$ cat src/rtl/spt_pkg.sv
package spt_pkg;
  localparam int unsigned FIELD_W = 7;
  localparam int unsigned CNT_W   = 9;  // up to 256 + 63

  typedef struct packed {
    logic [FIELD_W-1:0] rd_cs;
    logic [FIELD_W-1:0] rd_st;
    logic [FIELD_W-1:0] wr_cs;
    logic [FIELD_W-1:0] wr_st;
  } spt_fields_t;

  function automatic logic [CNT_W-1:0] spt_len(input logic [FIELD_W-1:0] f);
    logic [CNT_W-1:0] l;
    l = {f[FIELD_W-1], 2'b00, f[FIELD_W-2:0]};
    return (l == '0) ? CNT_W'(1) : l;
  endfunction
endpackage

$ cat src/rtl/spt_cfg_reg.sv
module spt_cfg_reg
  import spt_pkg::*;
#(
  parameter logic [31:0] RESET_VAL = 32'h0101_0101
) (
  input  logic        clk_i,
  input  logic        rst_ni,
  input  logic        we_i,
  input  logic        busy_i,
  input  logic [31:0] wdata_i,
  output spt_fields_t fields_o
);
  logic [31:0] cfg_q;

  always_ff @(posedge clk_i or negedge rst_ni) begin
    if (!rst_ni)               cfg_q <= RESET_VAL;
    else if (we_i && !busy_i)  cfg_q <= wdata_i;
  end

  assign fields_o.rd_cs = cfg_q[30:24];
  assign fields_o.rd_st = cfg_q[22:16];
  assign fields_o.wr_cs = cfg_q[14:8];
  assign fields_o.wr_st = cfg_q[6:0];

  p_cfg_locked_r8: assert property (@(posedge clk_i) disable iff (!rst_ni)
    (busy_i && we_i) |=> $stable(cfg_q));
endmodule

$ cat src/rtl/spt_pulse_cnt.sv
module spt_pulse_cnt #(
  parameter int unsigned CNT_W = 9
) (
  input  logic             clk_i,
  input  logic             rst_ni,
  input  logic             load_i,
  input  logic [CNT_W-1:0] len_i,
  output logic             on_o,
  output logic             end_o
);
  logic [CNT_W-1:0] cnt_q;

  always_ff @(posedge clk_i or negedge rst_ni) begin
    if (!rst_ni)            cnt_q <= '0;
    else if (load_i)        cnt_q <= len_i;
    else if (cnt_q != '0)   cnt_q <= cnt_q - 1'b1;
  end

  assign on_o  = (cnt_q != '0);
  assign end_o = (cnt_q <= CNT_W'(1));

  p_load_nonzero_r2: assert property (@(posedge clk_i) disable iff (!rst_ni)
    load_i |=> on_o);
  p_count_down_r3: assert property (@(posedge clk_i) disable iff (!rst_ni)
    (on_o && !load_i) |=> (cnt_q < $past(cnt_q)));
endmodule

$ cat src/rtl/spt_seq.sv
module spt_seq (
  input  logic clk_i,
  input  logic rst_ni,
  input  logic start_i,
  input  logic rd_nwr_i,
  input  logic page_i,
  input  logic page_last_i,
  input  logic cs_end_i,
  input  logic st_end_i,
  output logic load_o,
  output logic busy_o,
  output logic is_rd_o,
  output logic page_open_o,
  output logic done_o
);
  logic act_q, rd_q, pg_q, last_q, open_q, done_q, fin;

  assign load_o = start_i && !act_q;
  assign fin    = act_q && cs_end_i && st_end_i;

  always_ff @(posedge clk_i or negedge rst_ni) begin
    if (!rst_ni) begin
      act_q  <= 1'b0;
      rd_q   <= 1'b0;
      pg_q   <= 1'b0;
      last_q <= 1'b0;
      open_q <= 1'b0;
      done_q <= 1'b0;
    end else begin
      done_q <= fin;
      if (load_o) begin
        act_q  <= 1'b1;
        rd_q   <= rd_nwr_i;
        pg_q   <= page_i && rd_nwr_i;
        last_q <= page_last_i;
      end else if (fin) begin
        act_q <= 1'b0;
        if (pg_q) open_q <= !last_q;
      end
    end
  end

  assign busy_o      = act_q;
  assign is_rd_o     = load_o ? rd_nwr_i : rd_q;
  assign page_open_o = open_q;
  assign done_o      = done_q;

  p_ignore_start_r7: assert property (@(posedge clk_i) disable iff (!rst_ni)
    (act_q && start_i) |=> ($stable(rd_q) && $stable(pg_q)));
  p_done_after_fin_r6: assert property (@(posedge clk_i) disable iff (!rst_ni)
    fin |=> (done_o && !act_q));
endmodule

$ cat src/rtl/strobe_pulse_timer.sv
module strobe_pulse_timer
  import spt_pkg::*;
#(
  parameter logic [31:0] CFG_RESET = 32'h0101_0101
) (
  input  logic        clk_i,
  input  logic        rst_ni,
  input  logic        cfg_we_i,
  input  logic [31:0] cfg_wdata_i,
  input  logic        start_i,
  input  logic        rd_nwr_i,
  input  logic        page_i,
  input  logic        page_last_i,
  output logic        ncs_no,
  output logic        nrd_no,
  output logic        nwe_no,
  output logic        done_o
);
  localparam int unsigned N_CNT = 2;  // 0: chip select, 1: data strobe

  spt_fields_t      fields;
  logic             load, busy, is_rd, page_open;
  logic [CNT_W-1:0] len   [N_CNT];
  logic [N_CNT-1:0] on, fin;
  logic [CNT_W-1:0] page_len;

  spt_cfg_reg #(.RESET_VAL(CFG_RESET)) u_cfg (
    .clk_i, .rst_ni, .we_i(cfg_we_i), .busy_i(busy),
    .wdata_i(cfg_wdata_i), .fields_o(fields)
  );

  spt_seq u_seq (
    .clk_i, .rst_ni, .start_i, .rd_nwr_i, .page_i, .page_last_i,
    .cs_end_i(fin[0]), .st_end_i(fin[1]), .load_o(load), .busy_o(busy),
    .is_rd_o(is_rd), .page_open_o(page_open), .done_o
  );

  // page mode: both strobes share one duration
  assign page_len = page_open ? spt_len(fields.rd_st) : spt_len(fields.rd_cs);

  always_comb begin
    if (rd_nwr_i && page_i) begin
      len[0] = page_len;
      len[1] = page_len;
    end else if (rd_nwr_i) begin
      len[0] = spt_len(fields.rd_cs);
      len[1] = spt_len(fields.rd_st);
    end else begin
      len[0] = spt_len(fields.wr_cs);
      len[1] = spt_len(fields.wr_st);
    end
  end

  for (genvar g = 0; g < N_CNT; g++) begin : g_cnt
    spt_pulse_cnt #(.CNT_W(CNT_W)) u_cnt (
      .clk_i, .rst_ni, .load_i(load), .len_i(len[g]),
      .on_o(on[g]), .end_o(fin[g])
    );
  end

  assign ncs_no = !on[0];
  assign nrd_no = !(on[1] && is_rd);
  assign nwe_no = !(on[1] && !is_rd);

  p_strobes_together_r5: assert property (@(posedge clk_i) disable iff (!rst_ni)
    $fell(ncs_no) |-> (!nrd_no || !nwe_no));
  p_rd_wr_excl_r4: assert property (@(posedge clk_i) disable iff (!rst_ni)
    !(!nrd_no && !nwe_no));
  p_done_single_r6: assert property (@(posedge clk_i) disable iff (!rst_ni)
    done_o |=> !done_o);
  p_done_idle_r6: assert property (@(posedge clk_i) disable iff (!rst_ni)
    done_o |-> (ncs_no && nrd_no && nwe_no));
endmodule

$ cat config.mk
export PLATFORM = sky130hd
export DESIGN_NAME = strobe_pulse_timer
export DESIGN_NICKNAME = d
export VERILOG_FILES = /design/src/rtl/spt_pkg.sv /design/src/rtl/spt_cfg_reg.sv /design/src/rtl/spt_pulse_cnt.sv /design/src/rtl/spt_seq.sv /design/src/rtl/strobe_pulse_timer.sv
export SDC_FILE = /design/constraint.sdc
export NUM_CORES = 1
export LEC_CHECK = 0
export BUFFER_PORTS_ARGS = -buffer_cell sky130_fd_sc_hd__buf_4
export CELL_PAD_IN_SITES_DETAIL_PLACEMENT = 1
export CELL_PAD_IN_SITES_GLOBAL_PLACEMENT = 2
export CORE_ASPECT_RATIO = 1.2
export CORE_MARGIN = 2
export CORE_UTILIZATION = 32
export CTS_BUF_LIST = sky130_fd_sc_hd__clkbuf_16
export CTS_CLUSTER_DIAMETER = 120
export CTS_CLUSTER_SIZE = 12
export DETAILED_ROUTE_END_ITERATION = 10
export HOLD_SLACK_MARGIN = 0.08
export PLACE_DENSITY_LB_ADDON = 0.1
export SLEW_MARGIN = 20
export SYNTH_ARGS = -nofsm -noshare
export SYNTH_HDL_FRONTEND = slang
export SYNTH_SLANG_ARGS = --single-unit
$ cat constraint.sdc
create_clock -name clk_i -period 1.86 [get_ports clk_i]
set_clock_uncertainty 0.1 [all_clocks]
set_input_delay 0.093 -clock clk_i [delete_from_list [all_inputs] [get_ports clk_i]]
set_output_delay 0.093 -clock clk_i [all_outputs]
set_load 0.05 [all_outputs]
=== Yosys cells after proc, flatten, opt, wreduce, memory -nomap -nowiden ===
Cells that the tools add are included.

* Word-level logic and storage cells: 51
* Input bits: 39
* Output and inout port bits: 4
* Register bits: 55

* Muxes and demuxes: 14
* $add $sub $neg: 2
* Reductions and logical operators: 23
* Bitwise operators: 1
* $lt $le $gt $ge: 2

{| class="wikitable"
|+ Operators with widths
! cell !! count
|-
| 9-bit 2-to-1 mux || 9
|-
| 18-bit 2-to-1 mux || 2
|-
| 7-bit zero test || 4
|-
| 9-bit by 1-bit <= comparator with 1-bit output (second input constant) || 2
|-
| 9-bit nonzero test || 2
|-
| 9-bit by 1-bit subtractor with 9-bit output (second input constant) || 2
|-
| 1-bit logical AND || 7
|-
| 1-bit zero test || 6
|-
| 2-bit nonzero test || 3
|-
| 1-bit 2-to-1 mux || 3
|-
| 3-bit AND reduction || 1
|-
| 1-bit NOT || 1
|}

=== Depth between registers and ports, before layout ===
Gate-level depths: netlist of the first run.

* Depth after elaboration: 6
* Depth in mapped cells: 6
* Depth with buffers taken out: 6

=== By module ===
A second synthesis of the first run with hierarchy kept.

* Cells, all modules: 274
* Area, all modules: 2996.6 um^2

{| class="wikitable"
|+ By module, submodules not included
! module !! area each (um^2) !! sequential area each (um^2) !! instances !! cells an instance
|-
| spt_cfg_reg || 1169.9 || 705.7 || 1 || 60
|-
| spt_pulse_cnt || 581.8 || 225.2 || 2 || 66
|-
| strobe_pulse_timer || 416.6 || 0.0 || 1 || 64
|-
| spt_seq || 246.5 || 150.1 || 1 || 18
|}

=== Worst setup path before layout of the first run ===
OpenSTA, ideal clock, no wires.

* Path type: flip-flop to flip-flop
* Start point: register g_cnt[0].u_cnt.cnt_q[0]
* End point: register g_cnt[0].u_cnt.cnt_q[1]
* Library setup time: 0.125 ns
* Stages on the path, launching flop included: 7
* Clock period less this slack: 2.641 ns
* Path slack: -0.781 ns
* Required time: 1.635 ns
* Data arrival time: 2.416 ns
* Path buffers: 0
* Cells stage by stage: dfrtp_1 -> inv_1 -> ha_1 -> or4b_1 -> nor2_1 -> mux2i_1 -> mux2_2

* Word-level cells in the longest chain between the ends: 3
* Elaborated cells on any way between the ends: 5
* Classes of those cells: add/sub (1); mux (2); reduce/logical (2)

{| class="wikitable"
|+ Ends and longest elaborated chain
! what !! RTL line !! text
|-
| start: declaration || spt_pulse_cnt.sv:11 || <nowiki>logic [CNT_W-1:0] cnt_q;</nowiki>
|-
| start signal: assignment || spt_pulse_cnt.sv:15 || <nowiki>else if (load_i) cnt_q <= len_i;</nowiki>
|-
| start signal: assignment || spt_pulse_cnt.sv:16 || <nowiki>else if (cnt_q != '0) cnt_q <= cnt_q - 1'b1;</nowiki>
|-
| 9-bit by 1-bit subtractor with 9-bit output || spt_pulse_cnt.sv:16 ||
|-
| 9-bit 2-to-1 mux || spt_pulse_cnt.sv:16 ||
|-
| 9-bit 2-to-1 mux || spt_pulse_cnt.sv:15 ||
|}

Parallel ways exist; a longest one is shown, timed or not. The select of a mux whose other input is x is not followed.
A chain may end at the register's enable or synchronous reset.

=== Worst setup path in the final report of the first run ===
* Start point: register g_cnt[0].u_cnt.cnt_q[1]
* End point: register g_cnt[0].u_cnt.cnt_q[6]

Same word-level chain as after synthesis.

==> metrics.txt, run 1 <==
area of the die about 9000 um^2; initial antenna violation count 0; Root Buffer clkbuf_16; sequential-to-total area share from yosys stat 48.07%; Vias/cell 4.932; routed wire length 7.858 mm; WHS Path Cells 3; DR WL/cell 16.20 um; setup TNS -1334 ps; total grt overflow 0; IO buf count 38; CP max stage delay around 500 ps; FF/Latch Area 1306 um^2; power per cell area 1150 nW/um^2; CP max stage cell or4b_4; Die Ht about 100 um; placed inst area 3381 um^2; R2R Setup Slk -200 ps; final hold vios 0; RSZ-0062 raised after global routing true; HP Start page_i; Total GRT Usage between 10% and 20%; cts bufs inserted 5; crit start category flip-flop; Peak VDD IR 0.4205 mV; placed cell count 432; pre-CTS WS -59.36 ps; Multi-input gate area 1481 um^2; critical path type flip-flop to flip-flop; largest net degree at the start of global routing 53; CTS sink cnt 52; Worst Path Max Fanout 5; final setup fails 16; Power, Total around 4.7 mW; # diodes 0; clock latency on the worst-skew pair 290 ps; Detailed Route Iter0 Violations 49; R2R Path Start g_cnt[0].u_cnt.cnt_q[1]; CP Cell Sequence inv_1 -> ha_2 -> or4b_4 -> buf_6 -> or4_1 -> a21oi_1; row count 36; Pre-antenna DRT Iters 4; chip width 88.13 um; total number of vias 2392; Initial Utilization 33.15%; hpwl dp 5.264 mm; Worst Slack Setup Final -200.6 ps; status complete, but fails checks; R2R cell count 6; Non-Filler Instances between 400 and 500; Post-Syn Nets 306; endpoint class of the critical path flip-flop; maximum clock rate 0.4853 GHz; TritonCTS clock tree yes; Crit path arrival time 2170 ps; Max Cap Viol 0; max_slew headroom between 50% and 60%; Post-DRT Antenna Nets 0; hold endpoint u_seq.pg_q; CP delay by family, top simple AND/OR/NAND/NOR gates; post-route minimum period 2061 ps; Synth Cell Area around 2700 um^2; Area growth, synth to finish 51.75%; CTS max path bufs 2; worst slew pin tran roughly 700 ps; # DRC 0; I/O pin count 43; Core ar. 8198 um^2; final-stage net count just over 400; Post-Synthesis Cells 263; worst path bufs/invs 2; Slew Limit Fails 0; Critical Path RT slightly below 2000 ps; final period utilization 110.8%; GPL Wtd Cong approximately 0.80; first-pass GRT wire length 12.57 mm; fin area 4124 um^2; synth warn 0; Yosys cell types 40; Min-Delay Path Class input pin to flip-flop; Syn Area/Cell 10.33 um^2; H-tree Lvls 2; LEAKAGE 1.777 nW; number of fill cells in the layout 906; FF+latch count, synth 52; failing checks negative setup slack; worst r2r dst g_cnt[0].u_cnt.cnt_q[6]; vias in the first global route between 2000 and 2500; share of post-route cells with drive strength above 1 between 40% and 50%; Reg clk slew, reported paths 70 ps
-- cells in the mapped netlist --
| cell type | count | area [um^2] |
|---|---|---|
| nor3b_1 | 1 | 7.510 |
| xor2_1 | 1 | 8.760 |
| nor3_1 | 5 | 25.02 |
| o311a_1 | 1 | 10.01 |
| a211oi_1 | 4 | 30.03 |
| a2111oi_0 | 1 | 8.760 |
| nand2b_1 | 2 | 12.51 |
| ha_1 | 4 | 50.05 |
| a22oi_1 | 2 | 15.01 |
| nor4_4 | 1 | 21.27 |
| nand3_1 | 6 | 30.03 |
| or3_1 | 5 | 31.28 |
| dfrtp_1 | 48 | 1201 |
| dfstp_2 | 4 | 105.1 |
| a31oi_1 | 1 | 6.260 |
| o21ai_0 | 20 | 100.1 |
| mux2_2 | 28 | 315.3 |
| nand2_1 | 20 | 75.07 |
| or4b_1 | 1 | 10.01 |
| o32a_1 | 2 | 20.02 |
| nor2b_1 | 5 | 31.28 |
| inv_1 | 9 | 33.78 |
| xnor2_1 | 4 | 35.03 |
| mux2i_1 | 9 | 90.09 |
| o21bai_1 | 2 | 15.01 |
| a21boi_0 | 1 | 7.510 |
| a21o_1 | 1 | 7.510 |
| mux2_4 | 1 | 15.01 |
| or4_1 | 7 | 52.55 |
| clkbuf_1 | 12 | 45.04 |
| nor4_1 | 5 | 31.28 |
| a211o_1 | 2 | 17.52 |
| o31ai_1 | 5 | 37.54 |
| a21oi_1 | 10 | 50.05 |
| a311o_1 | 4 | 40.04 |
| or2_2 | 3 | 18.77 |
| a2bb2oi_1 | 1 | 8.760 |
| buf_2 | 1 | 5.000 |
| nor2_1 | 23 | 86.33 |
| nand4_1 | 1 | 6.260 |
-- repair_timing --
item / 4_1_cts / 5_1_grt
resized for setup: 21 / 22
endpoints found under the hold margin: 78 / 0
setup endpoints to repair: 13 / 17
pin swaps: 8 / 3
hold buffers: 31 / 0
setup buffers: 8 / 6
-- logic make-up after synthesis --
logic type,after synthesis,share of synthesized area (%)
AO/OA/AOI/OAI,57,13.77
XOR/XNOR,5,1.611
adder cells (fa/ha/maj),4,1.842
buffers and inverters,22,3.084
flip-flops,52,48.07
multiplexers,38,15.47
AND/OR/NAND/NOR,85,16.16
-- metal layers --
| metal | global-route usage [%] | wire length, um | vias to the layer above | part of all wire, % |
|---|---|---|---|---|
| met4 | 3.247 | 90 | 0 | 1.1 |
| met1 | 24.19 | 3561 | 1183 | 45 |
| met2 | 29.17 | 4036 | 33 | 51 |
| met5 | 0 | 0 | - | 0 |
| met3 | 2.923 | 169 | 8 | 2.2 |
| li1 | - | - | 1168 | - |
-- worst max-delay path by stage --
stage	start	cells after the start	endpoint	slack, ps
4_1_cts	g_cnt[1].u_cnt.cnt_q[0]	6	nwe_no	-170
6_report	g_cnt[0].u_cnt.cnt_q[1]	6	g_cnt[0].u_cnt.cnt_q[6]	-200
3_5_place_dp	u_cfg.cfg_q[17]	4	g_cnt[0].u_cnt.cnt_q[0]	-60
2_1_floorplan	g_cnt[0].u_cnt.cnt_q[0]	6	g_cnt[0].u_cnt.cnt_q[1]	-260
5_1_grt	g_cnt[0].u_cnt.cnt_q[1]	6	g_cnt[0].u_cnt.cnt_q[6]	-250
3_3_place_gp	u_cfg.cfg_q[17]	4	g_cnt[0].u_cnt.cnt_q[0]	-40
-- report_power, final --
| group | total (mW) | switching (mW) | internal, mW |
|---|---|---|---|
| logic | 2.01 | 0.895 | 1.12 |
| clock network | 1.05 | 0.421 | 0.629 |
| registers | 1.68 | 0.260 | 1.42 |
| total | 4.74 | 1.58 | 3.16 |
-- per-stage QoR --
step	hold slack, ps	util, %
after global placement	88.44	41.24
after global routing	178.9	50.31
after detailed placement	89.55	41.24
after floorplan	-302.6	-
final	148.8	50.31
after CTS	147.3	48.53
-- sequential cells by signal, indices dropped and copies added (netlist names) --
| name | flops |
|---|---|
| u_cfg.cfg_q | 28 |
| u_seq.last_q | 1 |
| u_seq.done_o | 1 |
| u_seq.rd_q | 1 |
| u_seq.busy_o | 1 |
| g_cnt.u_cnt.cnt_q | 18 |
| u_seq.page_open_o | 1 |
| u_seq.pg_q | 1 |
-- cells in the final DEF (no fill, tap or decap), types with 3 or more instances in the layout --
| cell | count |
|---|---|
| o21ai_0 | 16 |
| nor4_1 | 5 |
| buf_8 | 3 |
| a211oi_1 | 4 |
| dlygate4sd3_1 | 31 |
| o31ai_1 | 3 |
| nor3_1 | 3 |
| clkbuf_16 | 5 |
| a21oi_1 | 8 |
| nor2_1 | 21 |
| xnor2_1 | 3 |
| inv_2 | 3 |
| inv_1 | 7 |
| nand2_1 | 19 |
| dfrtp_1 | 48 |
| buf_6 | 6 |
| nand3_1 | 6 |
| or4_4 | 3 |
| mux2_2 | 27 |
| buf_4 | 71 |
| dfstp_2 | 4 |
| or2_2 | 3 |
| nor2b_1 | 4 |
| or3_4 | 3 |
| a311o_1 | 4 |
| mux2i_1 | 8 |
| or4_1 | 4 |
-- worst min-delay path, cell delays in order --
cell and delay, ps:
buf_4 160, nand2_1 140, o21ai_0 100
-- final cells by class --
class / instances / area share (%)
clock inverter: 3 / 0.9405
multi-input combinational: 189 / 35.92
tap: 114 / 3.459
inverter: 9 / 0.8192
clock buffer: 5 / 3.034
timing repair buffer: 113 / 24.15
sequential: 52 / 31.67
Note: power is estimated with default switching activity, not from simulation.
==> run 2: changes to the inputs <==
--- a/config.mk
+++ b/config.mk
@@ -8,7 +8,7 @@
 export BUFFER_PORTS_ARGS = -buffer_cell sky130_fd_sc_hd__buf_4
 export CELL_PAD_IN_SITES_DETAIL_PLACEMENT = 1
 export CELL_PAD_IN_SITES_GLOBAL_PLACEMENT = 2
-export CORE_ASPECT_RATIO = 1.2
+export CORE_ASPECT_RATIO = 0.75
 export CORE_MARGIN = 2
 export CORE_UTILIZATION = 32
 export CTS_BUF_LIST = sky130_fd_sc_hd__clkbuf_16
==> run 2 against run 1 <==
The flow still finishes with violations (negative setup slack). Via count rose by 0.21%. Core utilization fell by 0.95 points. Critical path depth fell by 2.
==> metrics.txt, run 2 (synthesis results as in run 1) <==
commonest non-fill, non-tap cells in the layout 65 x buf_4, 48 x dfrtp_1, 31 x dlygate4sd3_1; final hold vios 0 (unchanged); Initial Utilization 32.56% (-0.59 points); pre-CTS WS -48.80 ps (+10.56 ps); Pre-antenna DRT Iters 4 (unchanged); max FFs per register 28 (unchanged); Worst Path Max Fanout 3 (-2); top layer in use met4; number of fill cells in the layout 920 (+1.5%); hpwl dp 5.419 mm (+2.9%); placed cell count 422 (-2.3%); commonest non-fill, non-tap cell in the layout buf_4; Hold WS 104.6 ps (-44.26 ps); first-pass GRT wire length 13.12 mm (+4.3%); RSZ-0062 raised after global routing true; Total GRT Usage 17.73% (+0.16 points); vias in the first global route 2589 (+4.8%); Worst Slack Setup Final -218.6 ps (-17.92 ps); total number of vias 2397 (+0.21%); CTS sink cnt 52 (unchanged); H-tree Lvls 2 (unchanged); failing checks negative setup slack; WHS Path Cells 4 (+1); critical path type flip-flop to primary output; Critical Path RT 1670 ps (-300 ps); R2R cell count 6 (unchanged); Detailed Route Iter0 Violations 73 (+49%); DR WL/cell 16.48 um (+1.7%); Die Ht 83.81 um (-20%); status complete, but fails checks; maximum clock rate 0.4811 GHz (-0.86%); Slew Limit Fails 0 (unchanged); Routed met2 length 3.680 mm (-8.8%); GPL Wtd Cong 0.7830 (-1.7%); endpoint class of the critical path primary output; Crit path arrival time 1890 ps (-280 ps); initial antenna violation count 0 (unchanged); routed wire length 7.829 mm (-0.37%); area of the die 9253 um^2 (about the same); largest net degree at the start of global routing 53 (unchanged); row count 29 (-19%); power per cell area 1111 nW/um^2 (-3.4%); met3 wire len 205 um (+21%); Min-Delay Path Class input pin to flip-flop; IO buf count 38 (unchanged); # DRC 0 (unchanged); crit start category flip-flop; final-stage net count 409 (-0.97%); share of post-route cells with drive strength above 1 42.51% (+0.73 points); Biggest register u_cfg.cfg_q; TritonCTS clock tree yes; final period utilization 111.8% (+0.96 points); Max Cap Viol 0 (unchanged); Root Buffer clkbuf_16; Post-DRT Antenna Nets 0 (unchanged); I/O pin count 43 (unchanged); LEAKAGE 1.792 nW (+0.86%); chip width 110.4 um (+25%); Post-Route M1 WL 3.878 mm (+8.9%); clock latency on the worst-skew pair 300 ps (about the same); Core ar. 8346 um^2 (+1.8%); Non-Filler Instances 475 (-2.1%); final setup fails 11 (-5); Vias/cell 5.046 (+2.3%); cts bufs inserted 5 (unchanged); total grt overflow 0 (unchanged); Area growth, synth to finish 51.57%; max_slew headroom 55.28% (+1.3 points); Reg clk slew, reported paths 70 ps (about the same); Top Registers u_cfg.cfg_q: 28 flops, g_cnt.u_cnt.cnt_q: 18 flops; post-route minimum period 2079 ps (+17.92 ps); CTS max path bufs 2 (unchanged); # diodes 0 (unchanged); worst slew pin tran 670.8 ps (-19.84 ps); Peak VDD IR 0.4418 mV (+5.0%)
run 2: worst paths after layout:
check,slack [ps],from,endpoint
max reg2reg,-180,g_cnt[1].u_cnt.cnt_q[6],g_cnt[1].u_cnt.cnt_q[4]
max,-220,g_cnt[1].u_cnt.cnt_q[6],nwe_no
min,100,start_i,u_seq.rd_q
min in group asynchronous,280,rst_ni,g_cnt[0].u_cnt.cnt_q[0]
max in group asynchronous,940,rst_ni,g_cnt[1].u_cnt.cnt_q[1]
min reg2reg,380,u_seq.last_q,u_seq.page_open_o
run 2: cell type report:
cell class | instances | area, um^2 | share of cell area, %
Sequential cell | 52 | 1306 | 31.71
Clock buffer | 5 | 125.1 | 3.038
Clock inverter | 3 | 21.27 | 0.5164
Multi-Input combinational cell | 189 | 1524 | 37.00
Timing Repair Buffer | 109 | 973.4 | 23.63
Inverter | 9 | 33.78 | 0.8202
Tap cell | 108 | 135.1 | 3.281
run 2: power breakdown:
part | internal, mW | switching [mW]
clock | 0.503 | 0.450
combinational | 1.08 | 0.869
sequential | 1.42 | 0.258
total | 3.00 | 1.58
run 2: worst max-delay path: stages, from the launching register on:
cell	delay, ps
dfrtp_1	380
or3_4	390
or4_4	590
nand2b_4	100
buf_8	140
run 2: stage by stage:
stage | power [mW] | area [um^2] | setup TNS, ps | util [%]
detailed placement | 3.113 | 3331 | -239.4 | 39.91
floorplan | 2.512 | 2750 | -442.6 | -
finish | 4.576 | 4119 | -1268 | 49.36
global placement | 3.067 | 3331 | -67.39 | 39.91
global route | 4.895 | 4119 | -1855 | 49.36
CTS | 4.290 | 3920 | -910.7 | 46.97
run 2: per-layer routing:
layer  GRT usage, %  up-vias
met5              0        -
met4          3.864        0
met3          3.268        7
met2          29.22       35
met1          24.49     1195
li1               -     1160
run 2: timing repair:
action / in CTS / in global routing
setup buffers: 6 / 8
hold buffers: 31 / 0
pin swaps: 8 / 8
cloned: 0 / 0
hold endpoints to repair: 78 / 0
gates resized for setup: 22 / 31
setup endpoints to repair: 11 / 19
==> run 3: changes to the inputs <==
--- a/config.mk
+++ b/config.mk
@@ -11,12 +11,12 @@
 export CORE_ASPECT_RATIO = 0.75
 export CORE_MARGIN = 2
 export CORE_UTILIZATION = 32
-export CTS_BUF_LIST = sky130_fd_sc_hd__clkbuf_16
 export CTS_CLUSTER_DIAMETER = 120
 export CTS_CLUSTER_SIZE = 12
 export DETAILED_ROUTE_END_ITERATION = 10
 export HOLD_SLACK_MARGIN = 0.08
 export PLACE_DENSITY_LB_ADDON = 0.1
+export REMOVE_ABC_BUFFERS = 1
 export SLEW_MARGIN = 20
 export SYNTH_ARGS = -nofsm -noshare
 export SYNTH_HDL_FRONTEND = slang
==> run 3 against run 2 <==
The run still ends with negative setup slack left. Sequential power fell by 3%. Clock power fell by 5.5%. Largest cell class unchanged. Highest routed layer unchanged. Power up 2.0%. Sequential share of layout area is 0.38 points lower. Critical path type unchanged.
==> metrics.txt, run 3 (synthesis results as in run 1) <==
status complete, but fails checks; failing checks negative setup slack; share of post-route cells with drive strength above 1 43.46% (+0.95 points); R2R Setup Slk -50 ps (+130 ps); max FFs per register 28 (unchanged); cts bufs inserted 5 (unchanged); crit start category flip-flop; Multi-input gate area 1478 um^2 (-3.0%); chip width 110.4 um (unchanged); power per cell area 1119 nW/um^2 (+0.75%); RSZ-0062 raised after global routing true; Root Buffer clkbuf_16; initial antenna violation count 0 (unchanged); Slew Limit Fails 0 (unchanged); clock share of power 19.3% (-1.5 points); Hold WS 130.7 ps (+26.06 ps); final hold vios 0 (unchanged); Peak VDD IR 0.5434 mV (+23%); Total GRT Usage 19.28% (+1.5 points); final setup fails 11 (unchanged); internal power 3.091 mW (+3.1%); largest net degree at the start of global routing 53 (unchanged); GPL Wtd Cong 0.7731 (-1.3%); hold endpoint u_seq.pg_q; IO buf count 38 (unchanged); Pre-antenna DRT Iters 4 (unchanged); WHS Path Cells 3 (-1); Max Cap Viol 0 (unchanged); Power, Total 4.666 mW (+2.0%); # diodes 0 (unchanged); Seq pwr share 34.9% (-1.8 points); I/O pin count 43 (unchanged); hpwl dp 5.736 mm (+5.8%); worst r2r dst g_cnt[1].u_cnt.cnt_q[2]; HP Start page_i; Worst Slack Setup Final -165.4 ps (+53.17 ps); Core ar. 8346 um^2 (unchanged); Biggest register u_cfg.cfg_q; pre-CTS WS -99.92 ps (-51.12 ps); FF/Latch Area 1306 um^2 (unchanged); # DRC 0 (unchanged); endpoint class of the critical path primary output; R2R cell count 5 (-1); Non-Filler Instances 490 (+3.2%); final-stage net count 424 (+3.7%); Die Ht 83.81 um (unchanged); worst slew pin tran 665.9 ps (-4.942 ps); H-tree Lvls 2 (unchanged); Switching Fraction 33.75% (-0.72 points); row count 29 (unchanged); Area growth, synth to finish 53.41%; combinational power share 45.8% (+3.3 points); commonest non-fill, non-tap cell in the layout buf_4; total number of vias 2448 (+2.1%); vias in the first global route 2759 (+6.6%); CTS max path bufs 2 (unchanged); TritonCTS clock tree yes; fin area 4169 um^2 (+1.2%); critical path type flip-flop to primary output; commonest non-fill, non-tap cells in the layout 82 x buf_4, 48 x dfrtp_1, 31 x dlygate4sd3_1; max_slew headroom 55.61% (+0.33 points); setup TNS -522.8 ps (+745.2 ps); Post-DRT Antenna Nets 0 (unchanged); Detailed Route Iter0 Violations 56 (-23%); Worst Path Max Fanout 3 (unchanged); CTS sink cnt 52 (unchanged); final period utilization 108.9% (-2.9 points); Top Registers u_cfg.cfg_q: 28 flops, g_cnt.u_cnt.cnt_q: 18 flops; maximum clock rate 0.4937 GHz (+2.6%); Final Core Density 49.96% (+0.60 points); DR WL/cell 16.67 um (+1.2%); first-pass GRT wire length 14.30 mm (+9.1%); Critical Path RT 1670 ps (about the same); LEAKAGE 1.842 nW (+2.8%); Reg clk slew, reported paths 70 ps (about the same); number of fill cells in the layout 907 (-1.4%); placed cell count 439 (+4.0%); R2R Path Start g_cnt[1].u_cnt.cnt_q[5]; switching pwr 1.575 mW (-0.15%); Initial Utilization 32.56% (unchanged); Crit path arrival time 1830 ps (-60 ps); area of the die 9253 um^2 (unchanged); total grt overflow 0 (unchanged); Min-Delay Path Class input pin to flip-flop; placed inst area 3438 um^2 (+3.2%); post-route minimum period 2025 ps (-53.17 ps); routed wire length 8.170 mm (+4.4%); clock latency on the worst-skew pair 290 ps (about the same); Vias/cell 4.996 (-1.0%)
-- run 3: cell types whose count changed in the layout (fill, tap and decap cells not counted), sizes merged --
cell / delta
inv: -1
buf: +15
clkinvlp: -1
clkbuf: +2
-- run 3: power groups by stage --
stage | Combinational, mW | Clock (mW) | Sequential, mW
after CTS | 1.87 | 0.931 | 1.63
after global placement | 1.61 | 0 | 1.62
after global routing | 2.35 | 0.973 | 1.67
after floorplan | 0.819 | 0 | 1.64
after detailed placement | 1.66 | 0 | 1.63
final | 2.13 | 0.901 | 1.63
-- run 3: worst max-delay path, stage by stage, from the launching register on --
cell and delay [ps]:
dfrtp_1 380, or3_4 400, or4_4 530, nand2_2 100, buf_8 140
-- run 3: area by class of cell --
type / count / share of cell area [%]
clock buffer: 7 / 3.181
clock inverter: 1 / 0.1200
tap: 108 / 3.241
timing repair buffer: 124 / 25.87
sequential: 52 / 31.33
inverter: 9 / 0.8103
multi-input combinational: 189 / 35.44
-- run 3: layer usage --
layer,up-vias,track usage [%],part of all wire (%)
li1,1194,-,-
met1,1214,27.07,50
met2,34,32.12,47
met3,6,3.123,2.5
met4,0,3.068,0.53
met5,-,0,0
-- run 3: worst max path at each step --
stage	from	to	slack, ps	cells after the start
6_report	g_cnt[1].u_cnt.cnt_q[5]	nrd_no	-170	4
5_1_grt	g_cnt[1].u_cnt.cnt_q[5]	nwe_no	-210	4
4_1_cts	g_cnt[1].u_cnt.cnt_q[2]	nrd_no	-180	4
3_5_place_dp	g_cnt[0].u_cnt.cnt_q[1]	g_cnt[0].u_cnt.cnt_q[1]	-100	6
3_3_place_gp	u_cfg.cfg_q[17]	g_cnt[1].u_cnt.cnt_q[0]	-50	5
2_1_floorplan	g_cnt[0].u_cnt.cnt_q[0]	g_cnt[0].u_cnt.cnt_q[1]	-780	6
-- run 3: timing repair --
action                                  CTS  global route
pin swaps                                 8            12
hold buffers                             31             0
hold endpoints to repair                 78             0
setup buffers                             7             5
endpoints found under the setup margin   12            18
resized for setup                        26            26
